===== src/rtl/cap_pkg.sv =====
package cap_pkg;
  localparam int CMD_W = 3;

  typedef struct packed {
    logic dav_irq_en;   // bit 2
    logic ext_clk;      // bit 1
    logic edge_irq_en;  // bit 0
  } cmd_t;
endpackage


===== src/rtl/cap_tick_gen.sv =====
module cap_tick_gen #(
  parameter int DIV = 50
) (
  input  logic clk,
  input  logic rst_n,
  output logic tick
);
  localparam int CNT_W = (DIV > 1) ? $clog2(DIV) : 1;

  logic [CNT_W-1:0] cnt_q, cnt_d;

  assign tick = (cnt_q == CNT_W'(DIV - 1));

  always_comb begin
    if (tick) cnt_d = '0;
    else      cnt_d = cnt_q + CNT_W'(1);
  end

  always_ff @(posedge clk or negedge rst_n) begin
    if (!rst_n) cnt_q <= '0;
    else        cnt_q <= cnt_d;
  end
endmodule


===== src/rtl/cap_strobe_sync.sv =====
module cap_strobe_sync (
  input  logic clk,
  input  logic rst_n,
  input  logic strobe,
  output logic rise
);
  logic s1_q, s2_q, s3_q;

  always_ff @(posedge clk or negedge rst_n) begin
    if (!rst_n) begin
      s1_q <= 1'b0;
      s2_q <= 1'b0;
      s3_q <= 1'b0;
    end else begin
      s1_q <= strobe;
      s2_q <= s1_q;
      s3_q <= s2_q;
    end
  end

  assign rise = s2_q & ~s3_q;
endmodule


===== src/rtl/cap_port_chan.sv =====
module cap_port_chan
  import cap_pkg::*;
#(
  parameter int DW        = 16,
  parameter int BLANK_CYC = 2
) (
  input  logic          clk,
  input  logic          rst_n,
  input  logic          tick,
  input  logic          strobe_rise,
  input  logic          cmd_we,
  input  cmd_t          cmd_wdata,
  input  logic          data_rd,
  input  logic [DW-1:0] pin,
  output cmd_t          cmd_q,
  output logic [DW-1:0] word_q,
  output logic          dav_q,
  output logic          edge_q,
  output logic          blank,
  output logic          irq_req
);
  localparam int BW = $clog2(BLANK_CYC + 1);

  cmd_t          cmd_d;
  logic [BW-1:0] blank_q, blank_d;
  logic          dav_d, edge_d;
  logic          switching, cap_src, cap_ok, word_diff;

  // internal -> external transition on this write
  assign switching = cmd_we & ~cmd_q.ext_clk & cmd_wdata.ext_clk;
  assign cap_src   = cmd_q.ext_clk ? strobe_rise : tick;
  assign blank     = (blank_q != '0);
  assign cap_ok    = cap_src & ~switching & ~blank;
  assign word_diff = (pin != word_q);

  always_comb begin
    cmd_d = cmd_we ? cmd_wdata : cmd_q;

    if (switching)    dav_d = 1'b0;
    else if (cap_ok)  dav_d = 1'b1;
    else if (data_rd) dav_d = 1'b0;
    else              dav_d = dav_q;

    if (cap_ok && word_diff) edge_d = 1'b1;
    else if (data_rd)        edge_d = 1'b0;
    else                     edge_d = edge_q;

    if (switching)  blank_d = BW'(BLANK_CYC);
    else if (blank) blank_d = blank_q - BW'(1);
    else            blank_d = blank_q;
  end

  always_ff @(posedge clk or negedge rst_n) begin
    if (!rst_n) begin
      cmd_q   <= '0;
      dav_q   <= 1'b0;
      edge_q  <= 1'b0;
      blank_q <= '0;
    end else begin
      cmd_q   <= cmd_d;
      dav_q   <= dav_d;
      edge_q  <= edge_d;
      blank_q <= blank_d;
    end
  end

  // capture register with explicit clock enable
  always_ff @(posedge clk or negedge rst_n) begin
    if (!rst_n)      word_q <= '0;
    else if (cap_ok) word_q <= pin;
  end

  // data-available requests only count in external-clock mode
  assign irq_req = (cmd_q.edge_irq_en & edge_q)
                 | (cmd_q.dav_irq_en & cmd_q.ext_clk & dav_q);
endmodule


===== src/rtl/bank_capture_ctrl.sv =====
module bank_capture_ctrl
  import cap_pkg::*;
#(
  parameter int DW        = 16,
  parameter int REG_W     = 16,
  parameter int TICK_DIV  = 50,
  parameter int BLANK_CYC = 2
) (
  input  logic             clk,
  input  logic             rst_n,
  input  logic             bank_sel,
  input  logic             irq_glob_en,
  input  logic             cmd_wr,
  input  logic [REG_W-1:0] cmd_wdata,
  output logic [REG_W-1:0] cmd_rdata,
  input  logic             data_rd,
  output logic [DW-1:0]    data_rdata,
  input  logic [DW-1:0]    in_a,
  input  logic [DW-1:0]    in_b,
  input  logic             strobe_a,
  input  logic             strobe_b,
  output logic [1:0]       dav,
  output logic             irq
);
  localparam int NPORT = 2;
  localparam int PAD_W = REG_W - CMD_W;

  logic                     tick;
  logic [NPORT-1:0]         strobes, rises, hit;
  logic [NPORT-1:0][DW-1:0] pins, words;
  cmd_t [NPORT-1:0]         cmds;
  logic [NPORT-1:0]         ext_sel_v, edge_v, blank_v, req_v, dav_v;
  cmd_t                     wr_cmd;

  assign strobes = {strobe_b, strobe_a};
  assign pins    = {in_b, in_a};
  assign wr_cmd  = cmd_t'(cmd_wdata[CMD_W-1:0]);

  cap_tick_gen #(.DIV(TICK_DIV)) u_tick (
    .clk   (clk),
    .rst_n (rst_n),
    .tick  (tick)
  );

  for (genvar i = 0; i < NPORT; i++) begin : g_port
    assign hit[i] = (bank_sel == 1'(i));

    cap_strobe_sync u_sync (
      .clk    (clk),
      .rst_n  (rst_n),
      .strobe (strobes[i]),
      .rise   (rises[i])
    );

    cap_port_chan #(.DW(DW), .BLANK_CYC(BLANK_CYC)) u_chan (
      .clk         (clk),
      .rst_n       (rst_n),
      .tick        (tick),
      .strobe_rise (rises[i]),
      .cmd_we      (cmd_wr & hit[i]),
      .cmd_wdata   (wr_cmd),
      .data_rd     (data_rd & hit[i]),
      .pin         (pins[i]),
      .cmd_q       (cmds[i]),
      .word_q      (words[i]),
      .dav_q       (dav_v[i]),
      .edge_q      (edge_v[i]),
      .blank       (blank_v[i]),
      .irq_req     (req_v[i])
    );

    assign ext_sel_v[i] = cmds[i].ext_clk;
  end

  assign cmd_rdata  = {{PAD_W{1'b1}}, cmds[bank_sel]};
  assign data_rdata = words[bank_sel];
  assign dav        = dav_v;
  assign irq        = irq_glob_en & (|req_v);
endmodule


===== config.mk =====
export PLATFORM = sky130hd
export DESIGN_NAME = bank_capture_ctrl
export DESIGN_NICKNAME = d
export VERILOG_FILES = /design/src/rtl/cap_pkg.sv /design/src/rtl/cap_tick_gen.sv /design/src/rtl/cap_strobe_sync.sv /design/src/rtl/cap_port_chan.sv /design/src/rtl/bank_capture_ctrl.sv
export SDC_FILE = /design/constraint.sdc
export NUM_CORES = 1
export LEC_CHECK = 0
export ABC_AREA = 1
export BUFFER_PORTS_ARGS = -buffer_cell sky130_fd_sc_hd__buf_4
export CAP_MARGIN = 20
export CELL_PAD_IN_SITES_DETAIL_PLACEMENT = 0
export CELL_PAD_IN_SITES_GLOBAL_PLACEMENT = 1
export CORE_ASPECT_RATIO = 0.6
export CORE_MARGIN = 5
export CORE_UTILIZATION = 37
export DETAILED_ROUTE_END_ITERATION = 8
export HOLD_SLACK_MARGIN = 0.12
export PLACE_DENSITY = 0.8
export SYNTH_ARGS = -nofsm -noshare
export SYNTH_HDL_FRONTEND = slang
export SYNTH_SLANG_ARGS = --single-unit

===== constraint.sdc =====
create_clock -name clk -period 1.8 [get_ports clk]
set_clock_uncertainty 0.1 [all_clocks]
set_input_delay 0.36 -clock clk [delete_from_list [all_inputs] [get_ports clk]]
set_output_delay 0.36 -clock clk [all_outputs]
set_load 0.01 [all_outputs]

==> results of run 1 <==
[cell usage in the layout (no fill, tap or decap), types with 2 or more instances in the layout]
| cell | instances |
|---|---|
| o21ai_0 | 46 |
| ha_1 | 4 |
| o21ai_1 | 3 |
| nor2_1 | 23 |
| inv_1 | 89 |
| conb_1 | 13 |
| dfrtp_1 | 58 |
| clkbuf_16 | 9 |
| nand3_1 | 10 |
| nand2_1 | 184 |
| buf_12 | 3 |
| buf_4 | 66 |
| dlygate4sd3_1 | 3 |
| nand3_2 | 3 |
| or2_2 | 3 |
| clkbuf_1 | 2 |
| o21ai_2 | 13 |
| nand2_2 | 4 |
| clkbuf_8 | 2 |
[through the flow]
stage	total power [W]	cells
6_report	0.00588	664
4_1_cts	0.00596	664
3_3_place_gp	0.00432	648
3_5_place_dp	0.00442	648
5_1_grt	0.00641	664
2_1_floorplan	0.00365	488
[metal layers]
layer | wire length (um) | share of wire (%)
met1 | 4090 | 52
met2 | 3120 | 40
met3 | 491 | 6.3
met4 | 106 | 1.4
met5 | 0 | 0
[worst paths after layout]
path                                                 start  slack, ns                                     end  cells past startpoint
max                              u_tick.cnt_q[0]$_DFF_PN0_       0.16     g_port[1].u_chan.edge_q$_DFFE_PN0P_                      8
min                                                in_a[8]       0.16  g_port[0].u_chan.word_q[8]$_DFFE_PN0P_                      3
max reg2reg                      u_tick.cnt_q[0]$_DFF_PN0_       0.16     g_port[1].u_chan.edge_q$_DFFE_PN0P_                      8
min reg2reg                g_port[1].u_sync.s1_q$_DFF_PN0_       0.24         g_port[1].u_sync.s2_q$_DFF_PN0_                      0
max in group asynchronous                            rst_n       0.73  g_port[0].u_chan.word_q[8]$_DFFE_PN0P_                      3
min in group asynchronous                            rst_n       0.37   g_port[1].u_chan.cmd_q[1]$_DFFE_PN0N_                      2
[synthesized netlist by cell type (all sizes together)]
master  instances
nand2         188
inv            90
o21ai          62
dfrtp          58
nor2           25
buf            23
nand3          13
ha              4
or2             3
clkbuf          2
nand4           2
a21oi           1
a41oi           1
conb            1
nand3b          1
xnor2           1
xor2            1
[report_power, final]
part | switching [W] | internal, W
registers | 0.000373 | 0.00177
logic | 0.00128 | 0.000954
clock network | 0.000523 | 0.000979
[worst min-delay path, delay by kind of cell]
family	cells	cell delay (ns)
simple gates	1	0.04
compound gates	1	0.05
buf+inv	1	0.09
[kinds of logic after synthesis]
kind of cell	after synthesis	share of synthesized area (%)
compound gates	64	11.0
xor+xnor	2	0.518
fa+ha+maj	4	1.48
buf+inv	115	15.7
flops	58	42.9
other cells	1	0.111
simple gates	232	28.3
[final cells by class]
| type | instances | share of cell area [%] |
|---|---|---|
| tap | 116 | 3.43 |
| inverter | 90 | 7.99 |
| clock buffer | 13 | 6.16 |
| timing repair buffer | 72 | 13.9 |
| sequential | 58 | 34.3 |
| multi-input combinational | 315 | 34.2 |
[registers in the layout (all words and copies together), names as in the netlist]
| name | count |
|---|---|
| g_port.u_chan.dav_q | 2 |
| g_port.u_sync.s2_q | 2 |
| g_port.u_sync.s1_q | 2 |
| g_port.u_chan.blank_q | 4 |
| g_port.u_sync.s3_q | 2 |
| g_port.u_chan.cmd_q | 6 |
| g_port.u_chan.edge_q | 2 |
| g_port.u_chan.word_q | 32 |
| u_tick.cnt_q | 6 |
==> impl_results.html, run 1 <==
<table>
<tr><th>Metric</th><th>Value</th></tr>
<tr><th colspan="2">Run status</th></tr>
<tr><td>Result of the run</td><td>complete, no violations</td></tr>
<tr><th colspan="2">Global routing</th></tr>
<tr><td>Global-route met3 utilization</td><td>4.04%</td></tr>
<tr><td>Pin count of the biggest net entering global routing</td><td>40</td></tr>
<tr><td>Via count of the first global-routing pass</td><td>between 2000 and 3000</td></tr>
<tr><td>GR peak layer</td><td>met1</td></tr>
<tr><td>Antenna violations before repair</td><td>0</td></tr>
<tr><td>GR Overflow Total</td><td>0</td></tr>
<tr><td>Tot GR Track Use</td><td>14.9%</td></tr>
<tr><td>Met1 capacity usage during global routing</td><td>about 22%</td></tr>
<tr><td>Global-route wire length before repair</td><td>13300 um</td></tr>
<tr><td>Met2 layer usage reported by global route</td><td>20.4%</td></tr>
<tr><th colspan="2">Drt</th></tr>
<tr><td>Via-to-Cell Ratio</td><td>approximately 4.3</td></tr>
<tr><td>Detailed router's first-iteration violation count</td><td>181</td></tr>
<tr><td>Drt pass-1 iters</td><td>4</td></tr>
<tr><td>Number of vias after detailed routing</td><td>2829</td></tr>
<tr><td>Routed wire length</td><td>~7800 um</td></tr>
<tr><td>Remaining number of nets flagged by the antenna check after routing</td><td>0</td></tr>
<tr><td>WL per Instance</td><td>11.8 um</td></tr>
<tr><td>DRC violations left</td><td>0</td></tr>
<tr><th colspan="2">Clock tree</th></tr>
<tr><td>Clk buf depth</td><td>2</td></tr>
<tr><td>Buffer count from post-CTS setup fixing</td><td>0</td></tr>
<tr><td>Clock transition at path regs</td><td>0.05 ns</td></tr>
<tr><td>Post-CTS sizing</td><td>0</td></tr>
<tr><td>Cell at the root of the clock tree</td><td>clkbuf_16</td></tr>
<tr><td>Number of buffers created by CTS</td><td>9</td></tr>
<tr><td>Quantity of hold-fixing buffers added after cts</td><td>3</td></tr>
<tr><td>Total number of clock tree sinks</td><td>58</td></tr>
<tr><td>H-tree levels</td><td>3</td></tr>
<tr><td>Clk Latency, worst-skew pair</td><td>0.32 ns</td></tr>
<tr><td>TritonCTS clock tree</td><td>done</td></tr>
<tr><th colspan="2">Finish</th></tr>
<tr><td>Area growth from synthesis to final layout</td><td>24.9%</td></tr>
<tr><td>Final design instance area without fill</td><td>4230 um^2</td></tr>
<tr><td>Filler Cells Inserted</td><td>between 900 and 1000</td></tr>
<tr><td>Share of the core filled with cells</td><td>a little under half</td></tr>
<tr><td>Layout net count</td><td>606</td></tr>
<tr><td>Sequential cell area</td><td>1450 um^2</td></tr>
<tr><td>Share of post-route cells with drive strength above 1</td><td>approximately a fifth</td></tr>
<tr><td>Area of the multi-input gates</td><td>1450 um^2</td></tr>
<tr><td>Antenna fix cells</td><td>0</td></tr>
<tr><th colspan="2">Job</th></tr>
<tr><td>Max-capacitance violation count</td><td>0</td></tr>
<tr><th colspan="2">Power</th></tr>
<tr><td>Pleak</td><td>2.37 nW</td></tr>
<tr><td>Pwr dens</td><td>approximately 1400 nW/um^2</td></tr>
<tr><td>Max rail drop VDD</td><td>roughly 530 uV</td></tr>
<tr><th colspan="2">Worst setup path</th></tr>
<tr><td>Type of the worst setup path</td><td>reg -&gt; reg</td></tr>
<tr><td>Worst endpoint data arrival time</td><td>1.76 ns</td></tr>
<tr><td>Critical path's slowest cell</td><td>dfrtp_1</td></tr>
<tr><td>Buffers &amp; Inverters on Critical Path</td><td>2</td></tr>
<tr><td>Critical path required time</td><td>~1.9 ns</td></tr>
<tr><td>Cell chain of the critical path</td><td>ha_1 &gt; nand4_2 &gt; nand2_1 &gt; nand3b_4 &gt; buf_4 &gt; inv_1 &gt; nand2_1 &gt; nand2_1</td></tr>
<tr><td>Nature of the critical path startpoint</td><td>register</td></tr>
<tr><td>Slowest stage delay, CP</td><td>0.42 ns</td></tr>
<tr><td>Critical Path Fanout Max</td><td>19</td></tr>
<tr><td>Worst path top cell family by delay</td><td>simple AND/OR/NAND/NOR gates</td></tr>
<tr><td>Most prevalent standard cell on the critical path</td><td>nand2_1</td></tr>
<tr><td>Worst Setup End Kind</td><td>register</td></tr>
<tr><th colspan="2">Yosys</th></tr>
<tr><td>Share of the synthesized area in the top cell type</td><td>42.9%</td></tr>
<tr><td>Top cells by area in the synthesized netlist</td><td>dfrtp_1 43%, nand2_1 20%, inv_1 9.9%</td></tr>
<tr><td>Number of instances in the synthesized netlist</td><td>between 400 and 500</td></tr>
<tr><td>YS warnings</td><td>0</td></tr>
<tr><td>Part of the Yosys area used for sequential elements</td><td>42.9%</td></tr>
<tr><td>Distinct cell type count after synthesis</td><td>27</td></tr>
<tr><td>Netlist Area Pre-Place</td><td>between 3000 and 4000 um^2</td></tr>
<tr><td>Dominant cell type by area after synthesis</td><td>dfrtp_1</td></tr>
<tr><td>Post-Syn Area per Cell</td><td>7.11 um^2</td></tr>
<tr><td>Number of synthesized register bits</td><td>between 50 and 60</td></tr>
<tr><th colspan="2">Hold path</th></tr>
<tr><td>Type of the most critical hold path</td><td>in -&gt; reg</td></tr>
<tr><th colspan="2">Timing</th></tr>
<tr><td>Final period util</td><td>91.3%</td></tr>
<tr><td>Worst hold margin</td><td>approximately 0.16 ns</td></tr>
<tr><td>Final setup violation count</td><td>0</td></tr>
<tr><td>F_max</td><td>608 MHz</td></tr>
<tr><td>Number of failing hold endpoints at the final stage</td><td>0</td></tr>
<tr><td>Number of pins with negative max-slew slack in the final report</td><td>0</td></tr>
<tr><td>Unrepaired setup endpoints after global routing</td><td>false</td></tr>
<tr><td>Total negative setup slack</td><td>0 ns</td></tr>
<tr><td>Worst-case setup margin in the final layout</td><td>0.156 ns</td></tr>
<tr><td>Clock period minus worst slack</td><td>1.64 ns</td></tr>
<tr><th colspan="2">Floorplan</th></tr>
<tr><td>Die Width</td><td>about 130 um</td></tr>
<tr><td>Boundary pin count</td><td>91</td></tr>
<tr><td>Die outline height</td><td>about 84 um</td></tr>
<tr><td>Cell Rows</td><td>27</td></tr>
<tr><td>Starting utilization of the core area</td><td>37.4%</td></tr>
<tr><td>Floorplan Core Area</td><td>9050 um^2</td></tr>
<tr><td>Die ar.</td><td>11200 um^2</td></tr>
<tr><th colspan="2">Placed design</th></tr>
<tr><td>Final Wtd Congestion</td><td>0.806</td></tr>
<tr><td>Half-perimeter wire length after detailed placement</td><td>6090 um</td></tr>
<tr><td>Count of input and output buffers</td><td>64</td></tr>
<tr><td>Worst setup slack after placement</td><td>0.144 ns</td></tr>
<tr><td>Post-detailed-placement cell area</td><td>3940 um^2</td></tr>
</table>
(Power assumes the default switching activity.)
==> run 2, diff against run 1 <==
Settings changed: GPL_TIMING_DRIVEN from default to 0, MAX_ROUTING_LAYER from default to met4.
Clock period 1.8 ns to 1.6 ns, I/O delays scaled along.
==> run 2 against run 1 <==
Net effect: critical path depth is 1 higher; critical path type unchanged; cell count up 6.9%; power grew 27%; sequential share of layout area down 4.2 points; wire length is 15% higher; global-route usage is 1.6 points higher; sequential cell count unchanged; utilization is 6.6 points higher; clock power grew 15%; first-iteration DRC count increased by 0.55%.
==> impl_results.html, run 2 (synthesized netlist as in run 1, its figures left out) <==
<table>
<tr><th>Metric</th><th>Value</th></tr>
<tr><th colspan="2">Floorplan</th></tr>
<tr><td>Starting utilization of the core area</td><td>37.4% (unchanged)</td></tr>
<tr><td>Die ar.</td><td>11200 um^2 (unchanged)</td></tr>
<tr><td>Cell Rows</td><td>27 (unchanged)</td></tr>
<tr><td>Floorplan Core Area</td><td>9050 um^2 (unchanged)</td></tr>
<tr><td>Boundary pin count</td><td>91 (unchanged)</td></tr>
<tr><td>Die outline height</td><td>84.1 um (unchanged)</td></tr>
<tr><td>Die Width</td><td>133 um (unchanged)</td></tr>
<tr><th colspan="2">Drt</th></tr>
<tr><td>Detailed router's first-iteration violation count</td><td>182 (was 181)</td></tr>
<tr><td>WL per Instance</td><td>12.6 um (was 11.8 um)</td></tr>
<tr><td>Drt pass-1 iters</td><td>4 (unchanged)</td></tr>
<tr><td>DRC violations left</td><td>0 (unchanged)</td></tr>
<tr><td>Via-to-Cell Ratio</td><td>4.39 (was 4.26)</td></tr>
<tr><td>Routed wire length</td><td>8940 um (was 7800 um)</td></tr>
<tr><td>Number of vias after detailed routing</td><td>3114 (was 2829)</td></tr>
<tr><td>Remaining number of nets flagged by the antenna check after routing</td><td>0 (unchanged)</td></tr>
<tr><th colspan="2">Finish</th></tr>
<tr><td>Layout net count</td><td>649 (was 606)</td></tr>
<tr><td>Share of post-route cells with drive strength above 1</td><td>31.3% (was 19.7%)</td></tr>
<tr><td>Antenna fix cells</td><td>0 (unchanged)</td></tr>
<tr><td>Max FFs per register</td><td>32 (unchanged)</td></tr>
<tr><td>Most frequent cells in the layout</td><td>161 x nand2_1, 87 x inv_1, 85 x buf_4, 54 x dfrtp_1, 29 x o21ai_0 (was 184 x nand2_1, 89 x inv_1, 66 x buf_4, 58 x dfrtp_1, 46 x o21ai_0)</td></tr>
<tr><td>Biggest registers after layout</td><td>g_port.u_chan.word_q x32, g_port.u_chan.cmd_q x6, u_tick.cnt_q x6 (unchanged)</td></tr>
<tr><td>Area growth from synthesis to final layout</td><td>42.6% (was 24.9%)</td></tr>
<tr><td>Filler Cells Inserted</td><td>862 (was 936)</td></tr>
<tr><td>Sequential cell area</td><td>1460 um^2 (was 1450 um^2)</td></tr>
<tr><td>Most common library cell in the layout ignoring fill and taps</td><td>nand2_1 (unchanged)</td></tr>
<tr><td>Biggest register</td><td>g_port.u_chan.word_q (unchanged)</td></tr>
<tr><td>Area of the multi-input gates</td><td>1640 um^2 (was 1450 um^2)</td></tr>
<tr><th colspan="2">Clock tree</th></tr>
<tr><td>Clock transition at path regs</td><td>0.05 ns (about the same)</td></tr>
<tr><td>Cell at the root of the clock tree</td><td>clkbuf_16 (unchanged)</td></tr>
<tr><td>Number of buffers created by CTS</td><td>9 (unchanged)</td></tr>
<tr><td>Clk buf depth</td><td>2 (unchanged)</td></tr>
<tr><td>Clk Latency, worst-skew pair</td><td>0.33 ns (was 0.32 ns)</td></tr>
<tr><td>H-tree levels</td><td>3 (unchanged)</td></tr>
<tr><td>Total number of clock tree sinks</td><td>58 (unchanged)</td></tr>
<tr><td>TritonCTS clock tree</td><td>done (unchanged)</td></tr>
<tr><th colspan="2">Job</th></tr>
<tr><td>Max-capacitance violation count</td><td>0 (unchanged)</td></tr>
<tr><th colspan="2">Global routing</th></tr>
<tr><td>GR Overflow Total</td><td>0 (unchanged)</td></tr>
<tr><td>Tot GR Track Use</td><td>16.5% (was 14.9%)</td></tr>
<tr><td>Pin count of the biggest net entering global routing</td><td>59 (was 40)</td></tr>
<tr><td>Global-route wire length before repair</td><td>14000 um (was 13300 um)</td></tr>
<tr><td>Via count of the first global-routing pass</td><td>2791 (was 2739)</td></tr>
<tr><td>Antenna violations before repair</td><td>0 (unchanged)</td></tr>
<tr><th colspan="2">Run status</th></tr>
<tr><td>Result of the run</td><td>complete, no violations (unchanged)</td></tr>
<tr><th colspan="2">Placed design</th></tr>
<tr><td>Count of input and output buffers</td><td>64 (unchanged)</td></tr>
<tr><td>Final Wtd Congestion</td><td>0.822 (was 0.806)</td></tr>
<tr><td>Half-perimeter wire length after detailed placement</td><td>6440 um (was 6090 um)</td></tr>
<tr><td>Worst setup slack after placement</td><td>-0.208 ns (was 0.144 ns)</td></tr>
<tr><th colspan="2">Worst setup path</th></tr>
<tr><td>Type of the worst setup path</td><td>reg -&gt; reg (unchanged)</td></tr>
<tr><td>Nature of the critical path startpoint</td><td>register (unchanged)</td></tr>
<tr><td>Critical Path Fanout Max</td><td>8 (was 19)</td></tr>
<tr><td>Critical path required time</td><td>1.71 ns (was 1.91 ns)</td></tr>
<tr><td>Worst endpoint data arrival time</td><td>1.70 ns (was 1.76 ns)</td></tr>
<tr><td>Worst Setup End Kind</td><td>register (unchanged)</td></tr>
<tr><th colspan="2">Timing</th></tr>
<tr><td>Final period util</td><td>99.6% (was 91.3%)</td></tr>
<tr><td>F_max</td><td>627 MHz (was 608 MHz)</td></tr>
<tr><td>Measured slew at the worst slew-check pin</td><td>0.774 ns</td></tr>
<tr><td>Final setup violation count</td><td>0 (unchanged)</td></tr>
<tr><td>Number of failing hold endpoints at the final stage</td><td>0 (unchanged)</td></tr>
<tr><td>Slew HR</td><td>48.4%</td></tr>
<tr><td>Worst-case setup margin in the final layout</td><td>0.00573 ns (was 0.156 ns)</td></tr>
<tr><td>Clock period minus worst slack</td><td>1.59 ns (was 1.64 ns)</td></tr>
<tr><td>Unrepaired setup endpoints after global routing</td><td>true (was false)</td></tr>
<tr><td>Number of pins with negative max-slew slack in the final report</td><td>0 (unchanged)</td></tr>
<tr><th colspan="2">Power</th></tr>
<tr><td>Total power</td><td>0.00748 W (was 0.00588 W)</td></tr>
<tr><td>Pleak</td><td>2.66 nW (was 2.37 nW)</td></tr>
<tr><td>Pwr dens</td><td>1550 nW/um^2 (was 1390 nW/um^2)</td></tr>
<tr><td>Max rail drop VDD</td><td>572 uV (was 533 uV)</td></tr>
<tr><th colspan="2">Hold path</th></tr>
<tr><td>Type of the most critical hold path</td><td>in -&gt; reg (unchanged)</td></tr>
</table>
run 2: cell count changes in the layout (fill, tap and decap cells not counted), sizes merged:
cell / previous run / this run
buf: 69 / 98
dlygate4sd3: 3 / 15
clkinv: 0 / 3
clkbuf: 13 / 15
run 2: worst paths after layout:
check / from / end / slack, ns / depth (start not counted)
setup / recovery: u_tick.cnt_q[1]$_DFF_PN0_ / g_port[0].u_chan.word_q[8]$_DFFE_PN0P_ / 0.006 / 9
hold / removal: in_a[14] / g_port[0].u_chan.word_q[14]$_DFFE_PN0P_ / 0.13 / 3
setup reg to reg: u_tick.cnt_q[1]$_DFF_PN0_ / g_port[0].u_chan.word_q[8]$_DFFE_PN0P_ / 0.006 / 9
hold reg to reg: g_port[0].u_sync.s1_q$_DFF_PN0_ / g_port[0].u_sync.s2_q$_DFF_PN0_ / 0.24 / 0
max in group asynchronous: rst_n / u_tick.cnt_q[2]$_DFF_PN0_ / 0.33 / 2
min in group asynchronous: rst_n / g_port[1].u_chan.blank_q[0]$_DFFE_PN0P_ / 0.52 / 2
run 2: report_power, final:
part	leakage (nW)	internal (W)	total (W)	switching (W)
clock	0.133	0.00108	0.00172	0.000642
combinational	1.82	0.00153	0.00328	0.00175
sequential	0.703	0.00200	0.00248	0.000482
total	2.66	0.00461	0.00748	0.00287
run 2: worst max-delay path: stages, from the launching register on:
cell and delay, ns:
dfrtp_1 0.39, inv_1 0.06, ha_2 0.18, nand4_4 0.14, nand2_2 0.11, inv_2 0.05, nor2_4 0.09, buf_12 0.14
buf_6 0.13, o21ai_0 0.07
run 2: per-stage QoR:
step	hold slack (ns)	setup TNS, ns	cells	utilization, %	instance area (um^2)
2_1_floorplan	-0.0756	0	488	-	3430
6_report	0.132	0	710	53.3	4830
3_3_place_gp	0.234	-3.06	668	44.8	4060
5_1_grt	0.132	-2.11	710	53.3	4830
3_5_place_dp	0.236	-4.20	668	44.8	4060
4_1_cts	0.126	-0.225	697	49.4	4470
run 2: per-layer routing:
layer	global-route usage [%]	wire, um
met1	23.4	4680
met2	22.6	3780
met3	4.58	386
met4	5.04	90
met5	-	0
run 2: layout make-up:
cell class / count / share of cell area (%)
timing repair buffer: 91 / 15.9
tap: 116 / 3.01
inverter: 90 / 7.00
clock inverter: 3 / 0.311
clock buffer: 13 / 5.19
sequential: 58 / 30.2
multi-input combinational: 315 / 33.9
buffer: 24 / 4.54
run 2: timing repair:
item | CTS | global route
pin swaps | 1 | 9
hold buffers | 12 | 3
endpoints found under the hold margin | 69 | 3
setup buffers | 2 | 6
setup endpoints to repair | 53 | 44
resized for setup | 5 | 87
gates cloned | 0 | 4
==> run 3, diff against run 2 <==
Settings changed: BUFFER_PORTS_ARGS -buffer_cell sky130_fd_sc_hd__buf_4 to -buffer_cell sky130_fd_sc_hd__buf_2, CORE_UTILIZATION 37 to 30, PLACE_DENSITY 0.8 to 0.67.
==> run 3 against run 2 <==
Net effect: sequential share of layout area rose by 2.1 points; critical endpoint is now irq; critical path type is now reg -> out; clock-buffer cell count rose by 1; largest cell class unchanged; combinational power fell by 13%.
==> impl_results.html, run 3 (synthesized netlist as in run 1, its figures left out) <==
<table>
<tr><th>Metric</th><th>Value</th></tr>
<tr><th colspan="2">Timing</th></tr>
<tr><td>Clock period minus worst slack</td><td>1.57 ns (was 1.59 ns)</td></tr>
<tr><td>Slew HR</td><td>52.8% (was 48.4%)</td></tr>
<tr><td>Measured slew at the worst slew-check pin</td><td>0.708 ns (was 0.774 ns)</td></tr>
<tr><td>Final setup violation count</td><td>0 (unchanged)</td></tr>
<tr><td>Worst hold margin</td><td>0.129 ns (was 0.132 ns)</td></tr>
<tr><td>Number of pins with negative max-slew slack in the final report</td><td>0 (unchanged)</td></tr>
<tr><td>Final period util</td><td>97.9% (was 99.6%)</td></tr>
<tr><td>F_max</td><td>639 MHz (was 627 MHz)</td></tr>
<tr><td>Unrepaired setup endpoints after global routing</td><td>true (unchanged)</td></tr>
<tr><td>Number of failing hold endpoints at the final stage</td><td>0 (unchanged)</td></tr>
<tr><td>Total negative setup slack</td><td>0 ns (unchanged)</td></tr>
<tr><th colspan="2">Finish</th></tr>
<tr><td>Filler Cells Inserted</td><td>1175 (was 862)</td></tr>
<tr><td>Biggest register</td><td>g_port.u_chan.word_q (unchanged)</td></tr>
<tr><td>Max FFs per register</td><td>32 (unchanged)</td></tr>
<tr><td>Final design instance area without fill</td><td>4500 um^2 (was 4830 um^2)</td></tr>
<tr><td>Most frequent cells in the layout</td><td>173 x nand2_1, 88 x inv_1, 64 x buf_2, 55 x dfrtp_1, 24 x o21ai_0 (was 161 x nand2_1, 87 x inv_1, 85 x buf_4, 54 x dfrtp_1, 29 x o21ai_0)</td></tr>
<tr><td>Share of post-route cells with drive strength above 1</td><td>28.4% (was 31.3%)</td></tr>
<tr><td>Most common library cell in the layout ignoring fill and taps</td><td>nand2_1 (unchanged)</td></tr>
<tr><td>Layout net count</td><td>639 (was 649)</td></tr>
<tr><td>Antenna fix cells</td><td>0 (unchanged)</td></tr>
<tr><td>Area growth from synthesis to final layout</td><td>33.1% (was 42.6%)</td></tr>
<tr><td>Biggest registers after layout</td><td>g_port.u_chan.word_q x32, g_port.u_chan.cmd_q x6, u_tick.cnt_q x6 (unchanged)</td></tr>
<tr><th colspan="2">Global routing</th></tr>
<tr><td>Pin count of the biggest net entering global routing</td><td>31 (was 59)</td></tr>
<tr><td>Tot GR Track Use</td><td>14.4% (was 16.5%)</td></tr>
<tr><td>Antenna violations before repair</td><td>0 (unchanged)</td></tr>
<tr><td>Global-route met3 utilization</td><td>3.65% (was 4.58%)</td></tr>
<tr><td>GR peak layer</td><td>met2 (was met1)</td></tr>
<tr><td>Met1 capacity usage during global routing</td><td>20.2% (was 23.4%)</td></tr>
<tr><td>Via count of the first global-routing pass</td><td>2952 (was 2791)</td></tr>
<tr><td>Met2 layer usage reported by global route</td><td>20.9% (was 22.6%)</td></tr>
<tr><td>Global-route wire length before repair</td><td>15000 um (was 14000 um)</td></tr>
<tr><td>GR Overflow Total</td><td>0 (unchanged)</td></tr>
<tr><th colspan="2">Floorplan</th></tr>
<tr><td>Cell Rows</td><td>30 (was 27)</td></tr>
<tr><td>Boundary pin count</td><td>91 (unchanged)</td></tr>
<tr><td>Die outline height</td><td>92.3 um (was 84.1 um)</td></tr>
<tr><td>Starting utilization of the core area</td><td>30.4% (was 37.4%)</td></tr>
<tr><td>Die Width</td><td>147 um (was 133 um)</td></tr>
<tr><td>Die ar.</td><td>13600 um^2 (was 11200 um^2)</td></tr>
<tr><td>Floorplan Core Area</td><td>11100 um^2 (was 9050 um^2)</td></tr>
<tr><th colspan="2">Drt</th></tr>
<tr><td>Detailed router's first-iteration violation count</td><td>157 (was 182)</td></tr>
<tr><td>Routed wire length</td><td>8990 um (was 8940 um)</td></tr>
<tr><td>Number of vias after detailed routing</td><td>2983 (was 3114)</td></tr>
<tr><td>Via-to-Cell Ratio</td><td>4.10 (was 4.39)</td></tr>
<tr><td>DRC violations left</td><td>0 (unchanged)</td></tr>
<tr><td>WL per Instance</td><td>12.3 um (was 12.6 um)</td></tr>
<tr><td>Remaining number of nets flagged by the antenna check after routing</td><td>0 (unchanged)</td></tr>
<tr><td>Drt pass-1 iters</td><td>4 (unchanged)</td></tr>
<tr><th colspan="2">Clock tree</th></tr>
<tr><td>Clk Latency, worst-skew pair</td><td>0.33 ns (about the same)</td></tr>
<tr><td>Number of buffers created by CTS</td><td>9 (unchanged)</td></tr>
<tr><td>TritonCTS clock tree</td><td>done (unchanged)</td></tr>
<tr><td>Cell at the root of the clock tree</td><td>clkbuf_16 (unchanged)</td></tr>
<tr><td>Clock transition at path regs</td><td>0.05 ns (about the same)</td></tr>
<tr><td>Total number of clock tree sinks</td><td>58 (unchanged)</td></tr>
<tr><td>H-tree levels</td><td>3 (unchanged)</td></tr>
<tr><td>Clk buf depth</td><td>2 (unchanged)</td></tr>
<tr><th colspan="2">Power</th></tr>
<tr><td>P_int</td><td>0.00440 W (was 0.00461 W)</td></tr>
<tr><td>Fraction of power spent switching nets</td><td>38.0% (was 38.4%)</td></tr>
<tr><td>Portion of total power attributed to combinational logic</td><td>40.2% (was 43.8%)</td></tr>
<tr><td>Max rail drop VDD</td><td>534 uV (was 572 uV)</td></tr>
<tr><td>Fraction of power consumed by sequential logic</td><td>34.3% (was 33.1%)</td></tr>
<tr><td>Pwr dens</td><td>1570 nW/um^2 (was 1550 nW/um^2)</td></tr>
<tr><td>Pleak</td><td>2.52 nW (was 2.66 nW)</td></tr>
<tr><td>Part of the power in the clock network</td><td>25.5% (was 23.0%)</td></tr>
<tr><td>Total net switching power</td><td>0.00269 W (was 0.00287 W)</td></tr>
<tr><th colspan="2">Hold path</th></tr>
<tr><td>Type of the most critical hold path</td><td>in -&gt; reg (unchanged)</td></tr>
<tr><th colspan="2">Placed design</th></tr>
<tr><td>Post-detailed-placement cell area</td><td>3950 um^2 (was 4060 um^2)</td></tr>
<tr><td>Final Wtd Congestion</td><td>0.771 (was 0.822)</td></tr>
<tr><td>Count of input and output buffers</td><td>64 (unchanged)</td></tr>
<tr><td>Half-perimeter wire length after detailed placement</td><td>6830 um (was 6440 um)</td></tr>
<tr><th colspan="2">Worst setup path</th></tr>
<tr><td>Type of the worst setup path</td><td>reg -&gt; out (was reg -&gt; reg)</td></tr>
<tr><td>Worst endpoint data arrival time</td><td>1.15 ns (was 1.70 ns)</td></tr>
<tr><td>Critical path required time</td><td>1.18 ns (was 1.71 ns)</td></tr>
<tr><td>Worst Setup End Kind</td><td>primary output (was register)</td></tr>
<tr><td>Nature of the critical path startpoint</td><td>register (unchanged)</td></tr>
<tr><td>Critical Path Fanout Max</td><td>4 (was 8)</td></tr>
<tr><th colspan="2">Run status</th></tr>
<tr><td>Result of the run</td><td>complete, no violations (unchanged)</td></tr>
<tr><th colspan="2">Job</th></tr>
<tr><td>Max-capacitance violation count</td><td>0 (unchanged)</td></tr>
</table>
## run 3: cell count changes in the layout (fill, tap and decap cells not counted), moves of 11 or more
cell           change
buf_2             +62
buf_4             -63
nand2_1           +12
nand2_4           -12
dlygate4sd3_1     -12
o21ai_1           +11
## run 3: final cells by class
class,count,area (um^2),area share [%]
sequential,58,1460,32.3
clock buffer,14,274,6.08
tap,144,180,4.00
multi-input combinational,315,1520,33.7
timing repair buffer,80,499,11.1
clock inverter,2,10.0,0.222
buffer,25,231,5.14
inverter,90,338,7.50
## run 3: repair_timing
item | CTS | global route
gates cloned | 3 | 0
buffers inserted | 6 | 3
setup endpoints to repair | 51 | 43
resized for setup | 16 | 51
pin swaps | 1 | 3
hold buffers | 3 | 0
hold endpoints to repair | 30 | 0
## run 3: worst max-delay path, stage by stage, from the launching register on
cell and delay (ns):
dfrtp_1 0.43, nand3_2 0.09, a41oi_2 0.14, buf_2 0.15
## run 3: power groups by stage
stage	Clock [W]	Sequential (W)	Combinational [W]
after floorplan	0	0.00229	0.00182
after global placement	0	0.00242	0.00247
after detailed placement	0	0.00245	0.00255
after CTS	0.00185	0.00242	0.00273
after global routing	0.00193	0.00252	0.00326
final	0.00181	0.00243	0.00285
## run 3: worst paths after layout
kind                                                  startpoint                                 endpoint  slack [ns]  cells past startpoint
max                        g_port[1].u_chan.cmd_q[1]$_DFFE_PN0N_                                      irq        0.03                      3
min                                                      in_a[8]   g_port[0].u_chan.word_q[8]$_DFFE_PN0P_        0.13                      3
max reg2reg                            u_tick.cnt_q[3]$_DFF_PN0_   g_port[0].u_chan.word_q[6]$_DFFE_PN0P_        0.06                      9
min reg2reg                      g_port[1].u_sync.s1_q$_DFF_PN0_          g_port[1].u_sync.s2_q$_DFF_PN0_        0.24                      0
max in group asynchronous                                  rst_n                u_tick.cnt_q[2]$_DFF_PN0_        0.28                      3
min in group asynchronous                                  rst_n  g_port[1].u_chan.word_q[12]$_DFFE_PN0P_        0.48                      2
## run 3: through the flow
step	std cells	worst slack [ns]	util (%)	total power, W
finish	728	0.0342	40.4	0.00709
global route	728	-0.0216	40.4	0.00771
detailed placement	697	-0.261	35.4	0.00499
floorplan	488	0.175	-	0.00410
CTS	725	0.000419	39.4	0.00700
global placement	696	-0.232	35.3	0.00489
## run 3: metal layers
metal / part of all wire, % / wire length (um)
met1: 54 / 4810
met2: 42 / 3820
met3: 3.1 / 275
met4: 0.92 / 83
met5: 0 / 0
